## src/rtl/llsc_pkg.sv

```systemverilog
package llsc_pkg;
  typedef enum logic [1:0] {
    ST_FAIL = 2'd0,
    ST_OK   = 2'd1,
    ST_NOWB = 2'd2
  } llsc_status_e;

  localparam logic KIND_LL = 1'b0;
  localparam logic KIND_SC = 1'b1;
endpackage

```

## src/rtl/llsc_resv_slot.sv

```systemverilog
module llsc_resv_slot #(
  parameter int TAG_W = 28
) (
  input  logic             clk,
  input  logic             rst,
  input  logic             arm_evt,
  input  logic             drop_evt,
  input  logic [TAG_W-1:0] arm_tag,
  input  logic [TAG_W-1:0] probe_tag,
  output logic             hit
);
  logic             flag_q;
  logic [TAG_W-1:0] tag_q;

  always_ff @(posedge clk) begin
    if (rst) begin
      flag_q <= 1'b0;
      tag_q  <= '0;
    end else if (arm_evt) begin
      flag_q <= 1'b1;
      tag_q  <= arm_tag;
    end else if (drop_evt) begin
      flag_q <= 1'b0;
    end
  end

  assign hit = flag_q && (tag_q == probe_tag);


  arm_sets_flag_chk: assert property (@(posedge clk) disable iff (rst)
    arm_evt |=> flag_q);
endmodule

```

## src/rtl/llsc_fail_counter.sv

```systemverilog
module llsc_fail_counter #(
  parameter int FAIL_LIMIT  = 5000,
  parameter int WARN_PERIOD = 10
) (
  input  logic clk,
  input  logic rst,
  input  logic fail_evt,
  input  logic clear_evt,
  output logic warn_o,
  output logic fatal_o
);
  localparam int CNT_W = $clog2(FAIL_LIMIT + 1);
  localparam int DEC_W = (WARN_PERIOD > 1) ? $clog2(WARN_PERIOD) : 1;
  localparam logic [CNT_W-1:0] LIMIT_V = CNT_W'(FAIL_LIMIT);
  localparam logic [DEC_W-1:0] DEC_TOP = DEC_W'(WARN_PERIOD - 1);

  logic [CNT_W-1:0] cnt_q;
  logic [DEC_W-1:0] dec_q;
  logic             warn_q, fatal_q;

  always_ff @(posedge clk) begin
    if (rst) begin
      cnt_q   <= '0;
      dec_q   <= '0;
      warn_q  <= 1'b0;
      fatal_q <= 1'b0;
    end else begin
      warn_q <= 1'b0;
      if (clear_evt) begin
        cnt_q <= '0;
        dec_q <= '0;
      end else if (fail_evt) begin
        if (cnt_q != LIMIT_V) cnt_q <= cnt_q + 1'b1;
        if (cnt_q == LIMIT_V - 1'b1) fatal_q <= 1'b1;
        if (dec_q == DEC_TOP) begin
          dec_q  <= '0;
          warn_q <= 1'b1;
        end else begin
          dec_q <= dec_q + 1'b1;
        end
      end
    end
  end

  assign warn_o  = warn_q;
  assign fatal_o = fatal_q;


  fatal_sticky_chk: assert property (@(posedge clk) disable iff (rst)
    fatal_q |=> fatal_q);

  warn_needs_fail_chk: assert property (@(posedge clk) disable iff (rst)
    fail_evt && !clear_evt && dec_q != DEC_TOP |=> !warn_q);
endmodule

```

## src/rtl/llsc_resv_monitor.sv

```systemverilog
module llsc_resv_monitor
  import llsc_pkg::*;
#(
  parameter int THREADS     = 4,
  parameter int ADDR_W      = 32,
  parameter int GRAN_BITS   = 4,
  parameter int FAIL_LIMIT  = 5000,
  parameter int WARN_PERIOD = 10,
  localparam int TID_W      = (THREADS > 1) ? $clog2(THREADS) : 1
) (
  input  logic               clk,
  input  logic               rst,
  input  logic               req_valid,
  output logic               req_ready,
  input  logic               req_kind,
  input  logic               req_uncached,
  input  logic [TID_W-1:0]   req_tid,
  input  logic [ADDR_W-1:0]  req_addr,
  output logic               rsp_valid,
  input  logic               rsp_ready,
  output logic               rsp_issue,
  output logic [1:0]         rsp_status,
  output logic [TID_W-1:0]   rsp_tid,
  output logic [THREADS-1:0] warn,
  output logic [THREADS-1:0] fatal
);
  localparam int TAG_W = ADDR_W - GRAN_BITS;

  logic               accept;
  logic [TAG_W-1:0]   req_tag;
  logic [THREADS-1:0] hit_vec, arm_vec, drop_vec, fail_vec, ok_vec;
  logic               hit_sel, is_ll, is_csc;
  logic               nxt_issue;
  llsc_status_e       nxt_status;

  logic               rsp_valid_q, rsp_issue_q;
  llsc_status_e       rsp_status_q;
  logic [TID_W-1:0]   rsp_tid_q;

  assign req_ready = !rsp_valid_q || rsp_ready;
  assign accept    = req_valid && req_ready;
  assign req_tag   = req_addr[ADDR_W-1:GRAN_BITS];
  assign hit_sel   = hit_vec[req_tid];
  assign is_ll     = accept && (req_kind == KIND_LL);
  assign is_csc    = accept && (req_kind == KIND_SC) && !req_uncached;

  for (genvar t = 0; t < THREADS; t++) begin : g_thr
    logic mine;
    assign mine        = (req_tid == TID_W'(t));
    assign arm_vec[t]  = is_ll && mine;
    assign drop_vec[t] = is_csc && mine;
    assign fail_vec[t] = drop_vec[t] && !hit_sel;
    assign ok_vec[t]   = drop_vec[t] && hit_sel;

    llsc_resv_slot #(.TAG_W(TAG_W)) u_slot (
      .clk      (clk),
      .rst      (rst),
      .arm_evt  (arm_vec[t]),
      .drop_evt (drop_vec[t]),
      .arm_tag  (req_tag),
      .probe_tag(req_tag),
      .hit      (hit_vec[t])
    );

    llsc_fail_counter #(.FAIL_LIMIT(FAIL_LIMIT), .WARN_PERIOD(WARN_PERIOD)) u_cnt (
      .clk      (clk),
      .rst      (rst),
      .fail_evt (fail_vec[t]),
      .clear_evt(ok_vec[t]),
      .warn_o   (warn[t]),
      .fatal_o  (fatal[t])
    );
  end

  always_comb begin
    nxt_status = ST_OK;
    nxt_issue  = 1'b1;
    if (req_kind == KIND_SC) begin
      if (req_uncached) begin
        nxt_status = ST_NOWB;
      end else if (!hit_sel) begin
        nxt_status = ST_FAIL;
        nxt_issue  = 1'b0;
      end
    end
  end

  always_ff @(posedge clk) begin
    if (rst) begin
      rsp_valid_q  <= 1'b0;
      rsp_issue_q  <= 1'b0;
      rsp_status_q <= ST_FAIL;
      rsp_tid_q    <= '0;
    end else if (accept) begin
      rsp_valid_q  <= 1'b1;
      rsp_issue_q  <= nxt_issue;
      rsp_status_q <= nxt_status;
      rsp_tid_q    <= req_tid;
    end else if (rsp_ready) begin
      rsp_valid_q <= 1'b0;
    end
  end

  assign rsp_valid  = rsp_valid_q;
  assign rsp_issue  = rsp_issue_q;
  assign rsp_status = rsp_status_q;
  assign rsp_tid    = rsp_tid_q;


  fail_not_issued_chk: assert property (@(posedge clk) disable iff (rst)
    rsp_valid && rsp_status == 2'd0 |-> !rsp_issue);

  warn_with_fail_chk: assert property (@(posedge clk) disable iff (rst)
    (|warn) |-> rsp_valid && rsp_status == 2'd0);

  stall_hold_chk: assert property (@(posedge clk) disable iff (rst)
    rsp_valid && !rsp_ready |=> rsp_valid && $stable(rsp_status) && $stable(rsp_issue));
endmodule

```

## config.mk

```make
export PLATFORM = sky130hd
export DESIGN_NAME = llsc_resv_monitor
export DESIGN_NICKNAME = d
export VERILOG_FILES = /design/src/rtl/llsc_pkg.sv /design/src/rtl/llsc_resv_slot.sv /design/src/rtl/llsc_fail_counter.sv /design/src/rtl/llsc_resv_monitor.sv
export SDC_FILE = /design/constraint.sdc
export NUM_CORES = 1
export LEC_CHECK = 0
export BUFFER_PORTS_ARGS = -buffer_cell sky130_fd_sc_hd__buf_4
export CORE_MARGIN = 3
export CORE_UTILIZATION = 50
export CTS_BUF_LIST = sky130_fd_sc_hd__clkbuf_16
export CTS_CLUSTER_SIZE = 28
export DETAILED_ROUTE_END_ITERATION = 7
export PLACE_DENSITY = 0.67
export SKIP_CTS_REPAIR_TIMING = 1
export SLEW_MARGIN = 0
export SYNTH_ARGS = -nofsm -noshare
export SYNTH_HDL_FRONTEND = slang
export SYNTH_SLANG_ARGS = --single-unit
```

## constraint.sdc

```tcl
create_clock -name clk -period 6.2 [get_ports clk]
set_input_delay 0.62 -clock clk [delete_from_list [all_inputs] [get_ports clk]]
set_output_delay 0.62 -clock clk [all_outputs]
set_load 0.005 [all_outputs]
```

Word level (Yosys, flattened, before mapping)
Cells that the tools add are included.
{"block": "word_totals", "regBits": 198, "input_bits": 40, "out_inout_bits": 15, "wordCells": 141}
{"block": "classes", "n_addsub": 8, "magnitude_cmp": 1, "eq_ne": 19, "muxes": 26, "bitwise": 9, "n_reduce_logical": 50}
{"op": "$eq 28x28->1", "count": 4}
{"op": "$add 13x1->13 const B", "count": 4}
{"op": "$eq 13x13->1 const B", "count": 4}
{"op": "$ne 13x13->1 const B", "count": 4}
{"op": "$logic_and 1x1->1", "count": 24}
{"op": "$mux 1", "count": 19}
{"op": "$add 4x1->4 const B", "count": 4}
{"op": "$eq 4x4->1 const B", "count": 4}
{"op": "$mux 4", "count": 4}
{"op": "$reduce_and 3->1", "count": 4}
{"op": "$reduce_or 3->1", "count": 4}
{"op": "$reduce_bool 2->1", "count": 5}
{"op": "$not 1->1", "count": 9}
{"op": "$reduce_and 2->1", "count": 4}
{"op": "$reduce_or 2->1", "count": 4}
{"op": "$eq 2x2->1 const B", "count": 2}
{"op": "$mux 2", "count": 2}
{"op": "$logic_not 1->1", "count": 3}
{"op": "$lt 2x3->1 const B", "count": 1}
{"op": "$bmux 1 s2", "count": 1}
{"op": "$eq 2x1->1 const B", "count": 1}
{"op": "$logic_not 2->1", "count": 1}
{"op": "$logic_or 1x1->1", "count": 1}

Depth between registers and ports, before layout
{"block": "logic_depth", "depth_word": 9, "mapped_depth": 10, "mapped_depth_nobuf": 7}

Hierarchy
Synthesis repeated with hierarchy kept, for this count alone.
{"block": "hier_totals", "hier_cells": 988, "hier_area_um2": 9216.3}
{"mod": "llsc_resv_slot", "instances": 4, "cells_each": 132, "area_per_inst_um2": 1322.5, "seq_area_each_um2": 580.6}
{"mod": "llsc_fail_counter (g_thr[0].u_cnt ...)", "instances": 3, "cells_each": 102, "area_per_inst_um2": 882.1, "seq_area_each_um2": 380.4}
{"mod": "llsc_fail_counter (g_thr[3].u_cnt)", "instances": 1, "cells_each": 102, "area_per_inst_um2": 879.6, "seq_area_each_um2": 380.4}
{"mod": "llsc_resv_monitor", "instances": 1, "cells_each": 52, "area_per_inst_um2": 400.4, "seq_area_each_um2": 120.1}

Worst setup path after synthesis
Ideal clock, no wire load.
{"block": "synth_path", "path_type": "input to register", "startpoint": "in req_addr[14]", "endpoint": "reg g_thr[2].u_cnt.cnt_q[7]", "setup_ns": 0.115, "t_arrival_ns": 2.473, "required_time_ns": 6.085, "path_slack_ns": 3.613, "stages": 10, "path_buffers": 3, "path_cell_list": "buf_4 -> xor2_1 -> nor4_2 -> nand4_1 -> nor4_4 -> a2111o_1 -> buf_6 -> a21o_1 -> buf_4 -> o21ba_1"}
{"block": "synth_via", "elab_chain_len": 7, "word_cells_on_any_way": 15, "cone_classes": "eq/ne: 4; mux: 2; reduce/logical: 9"}
{"item": "start, declared", "line_no": "llsc_resv_monitor.sv:18", "text": "input logic [ADDR_W-1:0] req_addr,"}
{"item": "$eq 28x28->1", "line_no": "llsc_resv_slot.sv:27", "text": "assign hit = flag_q && (tag_q == probe_tag);"}
{"item": "$logic_and 1x1->1", "line_no": "llsc_resv_slot.sv:27"}
{"item": "$bmux 1 s2 *", "line_no": "llsc_resv_monitor.sv:43", "text": "assign hit_sel = hit_vec[req_tid];"}
{"item": "$mux 1 (implied by the code) *", "line_no": "llsc_resv_monitor.sv:43"}
{"item": "$logic_not 1->1"}
{"item": "$logic_and 1x1->1", "line_no": "llsc_resv_monitor.sv:52", "text": "assign fail_vec[t] = drop_vec[t] && !hit_sel;"}
{"item": "$reduce_and 2->1 (no source line)"}
{"item": "end signal, assigned", "line_no": "llsc_fail_counter.sv:33", "text": "if (cnt_q != LIMIT_V) cnt_q <= cnt_q + 1'b1;"}
{"item": "end, declared", "line_no": "llsc_fail_counter.sv:17", "text": "logic [CNT_W-1:0] cnt_q;"}
Every way passes the cells marked *; elsewhere a longest branch is shown, timed or not. The select of a mux whose other input is x is not followed.
A chain may end at the register's enable or synchronous reset.

Worst setup path after layout
{"block": "layout_path", "startpoint": "in req_addr[7]", "endpoint": "reg g_thr[2].u_cnt.cnt_q[7]"}
Same word-level chain as after synthesis.

==> run_results.csv <==
group,metric,value,unit
global_route,grt_first_pass_wirelength,35.9,mm
clocking,cts.reportedPaths.clkPinSlew,60,ps
drt,drt-vias-per-instance,5.49,
pwr,power_density,248,nW/um2
clocking,tritoncts,"done",
worst_setup_path,timing.setup.critical_path_class,"in -> reg",
floorplan,die-width,144,um
global_route,grt_start_max_net_pins,82,
pwr,p_int,1.95,mW
floorplan,io_pins,55,
clocking,numClockSinks,198,
timing,fin_ws,2960,ps
drt,drc,0,
timing,period_needed,3240,ps
run_status,outcome,"completed",
placed_design,number_of_buffer_cells_added_on_primary_ports,50,
floorplan,die_area,20800,um2
clocking,ctsRootBufferMaster,"sky130_fd_sc_hd__clkbuf_16",
synthesis,yosys.area.top_type_share,41.6,%
drt,wirelength,21.7,mm
synthesis,synth_area_per_cell,8.00,um2
drt,detail_route.iter0.violations,536,
global_route,via_count_of_the_first_global_routing_pass,7035,
layout,sequential_cell_area,3960,um2
drt,via_count,7782,
synthesis,mappedNetlistNets,1240,
pwr,report.power.total,2.56,mW
timing,slew_at_the_pin_with_the_worst_max_slew_slack,1170,ps
worst_setup_path,crit_fanout,29,
drt,post_drt_wl_per_cell,15.3,um
floorplan,die_height,144,um
synthesis,yosys_register_bits,198,
timing,final_setup_vio_count,0,
worst_setup_path,critical_path_arrival,3550,ps
synthesis,post_synth_main_area_contributors,"sky130_fd_sc_hd__dfxtp_1, sky130_fd_sc_hd__nand2_1, sky130_fd_sc_hd__a21oi_1",
min_path,hold_class,"reg -> reg",
layout,final_layout_size_suffix_gt1_share,8.41,%
synthesis,synth_edf_count,0,
placed_design,detailedPlace.worstSlack,2520,ps
global_route,groute.usage.overall,21.5,%
worst_setup_path,crit-reg2reg-launch,"g_thr[2].u_slot.tag_q[3]",
layout,antenna_cells_inserted,0,
pwr,ir_drop,180,uV
timing,fmaxAchievable,309,MHz
global_route,global_route.overflow_total,0,
pwr,netSwitchingFraction,23.8,%
synthesis,post_synth_inst_count,1192,
layout,multi_input_area,4990,um2
timing,finClkSkew,10.4,ps
worst_setup_path,timing.critical_path.from_type,"primary input",
synthesis,ys_dominant_reg_cell,"sky130_fd_sc_hd__dfxtp_1",
clocking,tritoncts.num_buffers,17,
placed_design,hpwlAfterDp,14.2,mm
synthesis,post_synthesis_cell_type_with_the_largest_combined_area,"sky130_fd_sc_hd__dfxtp_1",
layout,fillers,1728,
floorplan,start_util,52.0,%
timing,total_negative_setup_slack,0,ps
synthesis,postSynth.asyncResetShare,0,%
pwr,leakage,3.53,nW
run,max_cap_viol_count,0,
synthesis,synth-warning-count,0,
synthesis,mappedNetlistArea,9540,um2
placed_design,placed_cells_incl_taps,1386,
floorplan,floorplan.rows,49,
synthesis,yosysSeqAreaShare,41.6,%
clocking,h_tree_level_count,4,
timing,whs,450,ps
pwr,power.net_switching,0.608,mW
timing,rsz0062_at_grt,"false",
global_route,initial_antenna_violation_count,0,
pwr,share_clk_of_total_power,41.9,%
worst_setup_path,critPathLaunch,"req_addr[7]",
floorplan,core_area,18300,um2
timing,timing.slew.headroom,21.8,%
worst_setup_path,timing.critical_path.to_type,"flip-flop",
placed_design,place_congestion,0.787,
pwr,power_frac_comb,7.1,%
drt,antenna_violating_nets_left,0,
timing,slew_violations,0,
timing,hold_viol,0,
timing,period_share,52.2,%
clocking,clock_insertion_delay_worst_skew,430,ps
synthesis,synth.distinct_cells,59,
min_path,hold_start,"rsp_status[1]",
layout,stdcell_count,1418,
worst_setup_path,crit_required,6520,ps
drt,drt-pass1-iter-count,5,
layout,layout-area-overhead-vs-synth,8.21,%
pwr,sequentialPowerShare,51.0,%
clocking,clock_buffer_depth,2,
layout,nNetsFinal,1224,
[routing by layer]
layer	vias up	global-route usage [%]	wire, um	share of wire, %
li1	3986	-	-	-
met1	3612	30.4	10400	48
met2	168	34.2	9860	46
met3	16	3.97	1140	5.3
met4	0	5.05	233	1.1
met5	-	0	0	0
[state kept, by name, indices dropped and copies added (netlist names)]
signal and count:
rsp_issue 1, rsp_status 2, g_thr.u_cnt.cnt_q 52, rsp_tid 2, g_thr.u_cnt.warn_o 4, g_thr.u_cnt.dec_q 16, rsp_valid 1, g_thr.u_slot.flag_q 4
g_thr.u_cnt.fatal_o 4, g_thr.u_slot.tag_q 112
[final timing paths]
| kind | end | slack, ps | depth (start not counted) |
|---|---|---|---|
| hold reg to reg | rsp_status[1] | 450 | 2 |
| setup reg to reg | g_thr[2].u_cnt.cnt_q[7] | 3030 | 7 |
| setup / recovery | g_thr[2].u_cnt.cnt_q[7] | 2960 | 8 |
| hold / removal | rsp_status[1] | 450 | 2 |
[through the flow]
stage	utilization (%)	instance area (um2)
after floorplan	-	9540
after global placement	53.2	9750
after detailed placement	53.2	9750
after CTS	56.3	10300
after global routing	56.3	10300
final	56.3	10300
[synth_stat cells (all sizes together), types with 3 or more instances]
library cell    n
nor3           17
clkbuf         47
and2            9
nor2b          10
mux2i           6
a21o            3
or3            10
dfxtp         198
nand4          32
xnor2          74
xor2           59
and3           15
o21a            3
a31oi           4
a21oi         156
nor4           21
o21ba           3
nor2           64
o31ai          13
nor4b           8
ha              8
inv            23
buf            45
or4            12
o21ai          18
nand2b          7
nand3          30
nand2         267
[kinds of logic (layout without fill, tap and decap cells)]
logic type               after synthesis  count (layout)  share of synthesized area, %
adder cells (fa/ha/maj)                8               8                          1.05
buffers and inverters                115             112                          6.34
XOR/XNOR                             133             133                          12.2
multiplexers                           6               6                         0.630
AND/OR/NAND/NOR                      512             512                          25.1
flip-flops                           198             198                          41.6
AO/OA/AOI/OAI                        220             220                          13.1
[placed cells by master, fill, tap and decap left out, types with 3 or more instances in the layout]
cell                          n
sky130_fd_sc_hd__nand3_1     30
sky130_fd_sc_hd__nand2_1    267
sky130_fd_sc_hd__o21ai_0     18
sky130_fd_sc_hd__buf_4       57
sky130_fd_sc_hd__nor4_1      18
sky130_fd_sc_hd__clkbuf_16   17
sky130_fd_sc_hd__ha_1         8
sky130_fd_sc_hd__inv_1       25
sky130_fd_sc_hd__o21a_1       3
sky130_fd_sc_hd__and3_1      15
sky130_fd_sc_hd__nor4b_1      8
sky130_fd_sc_hd__nand2b_1     7
sky130_fd_sc_hd__nor3_1      14
sky130_fd_sc_hd__o31ai_1     13
sky130_fd_sc_hd__mux2i_1      6
sky130_fd_sc_hd__and2_1       8
sky130_fd_sc_hd__clkinv_2     3
sky130_fd_sc_hd__clkinv_4     3
sky130_fd_sc_hd__nand4_1     32
sky130_fd_sc_hd__a21oi_1    156
sky130_fd_sc_hd__xor2_1      59
sky130_fd_sc_hd__xnor2_1     74
sky130_fd_sc_hd__or4_1       12
sky130_fd_sc_hd__or3_1       10
sky130_fd_sc_hd__nor2_1      64
sky130_fd_sc_hd__a31oi_1      4
sky130_fd_sc_hd__nor3_2       3
sky130_fd_sc_hd__dfxtp_1    198
sky130_fd_sc_hd__nor2b_1     10
[power by group through the flow]
stage          Clock, mW  Sequential [mW]  Combinational (mW)
6_report            1.07             1.30               0.183
5_1_grt             1.15             1.31               0.202
4_1_cts             1.09             1.30               0.184
3_5_place_dp           0             1.33               0.183
3_3_place_gp           0             1.33               0.182
2_1_floorplan          0             1.33               0.137
[critical path, cell delays in order]
cell and delay (ps):
sky130_fd_sc_hd__buf_4 150, sky130_fd_sc_hd__xor2_1 170, sky130_fd_sc_hd__nor4_1 310, sky130_fd_sc_hd__nand4_1 210, sky130_fd_sc_hd__nor4_4 660, sky130_fd_sc_hd__a2111o_1 800
sky130_fd_sc_hd__a21o_1 420, sky130_fd_sc_hd__o21ba_1 200
[cell type report]
class	count	share of cell area, %
clock buffer	17	4.12
inverter	23	0.837
tap	229	2.78
multi-input combinational	879	48.4
timing repair buffer	57	4.15
sequential	198	38.4
clock inverter	15	1.36
(Power assumes the default switching activity.)
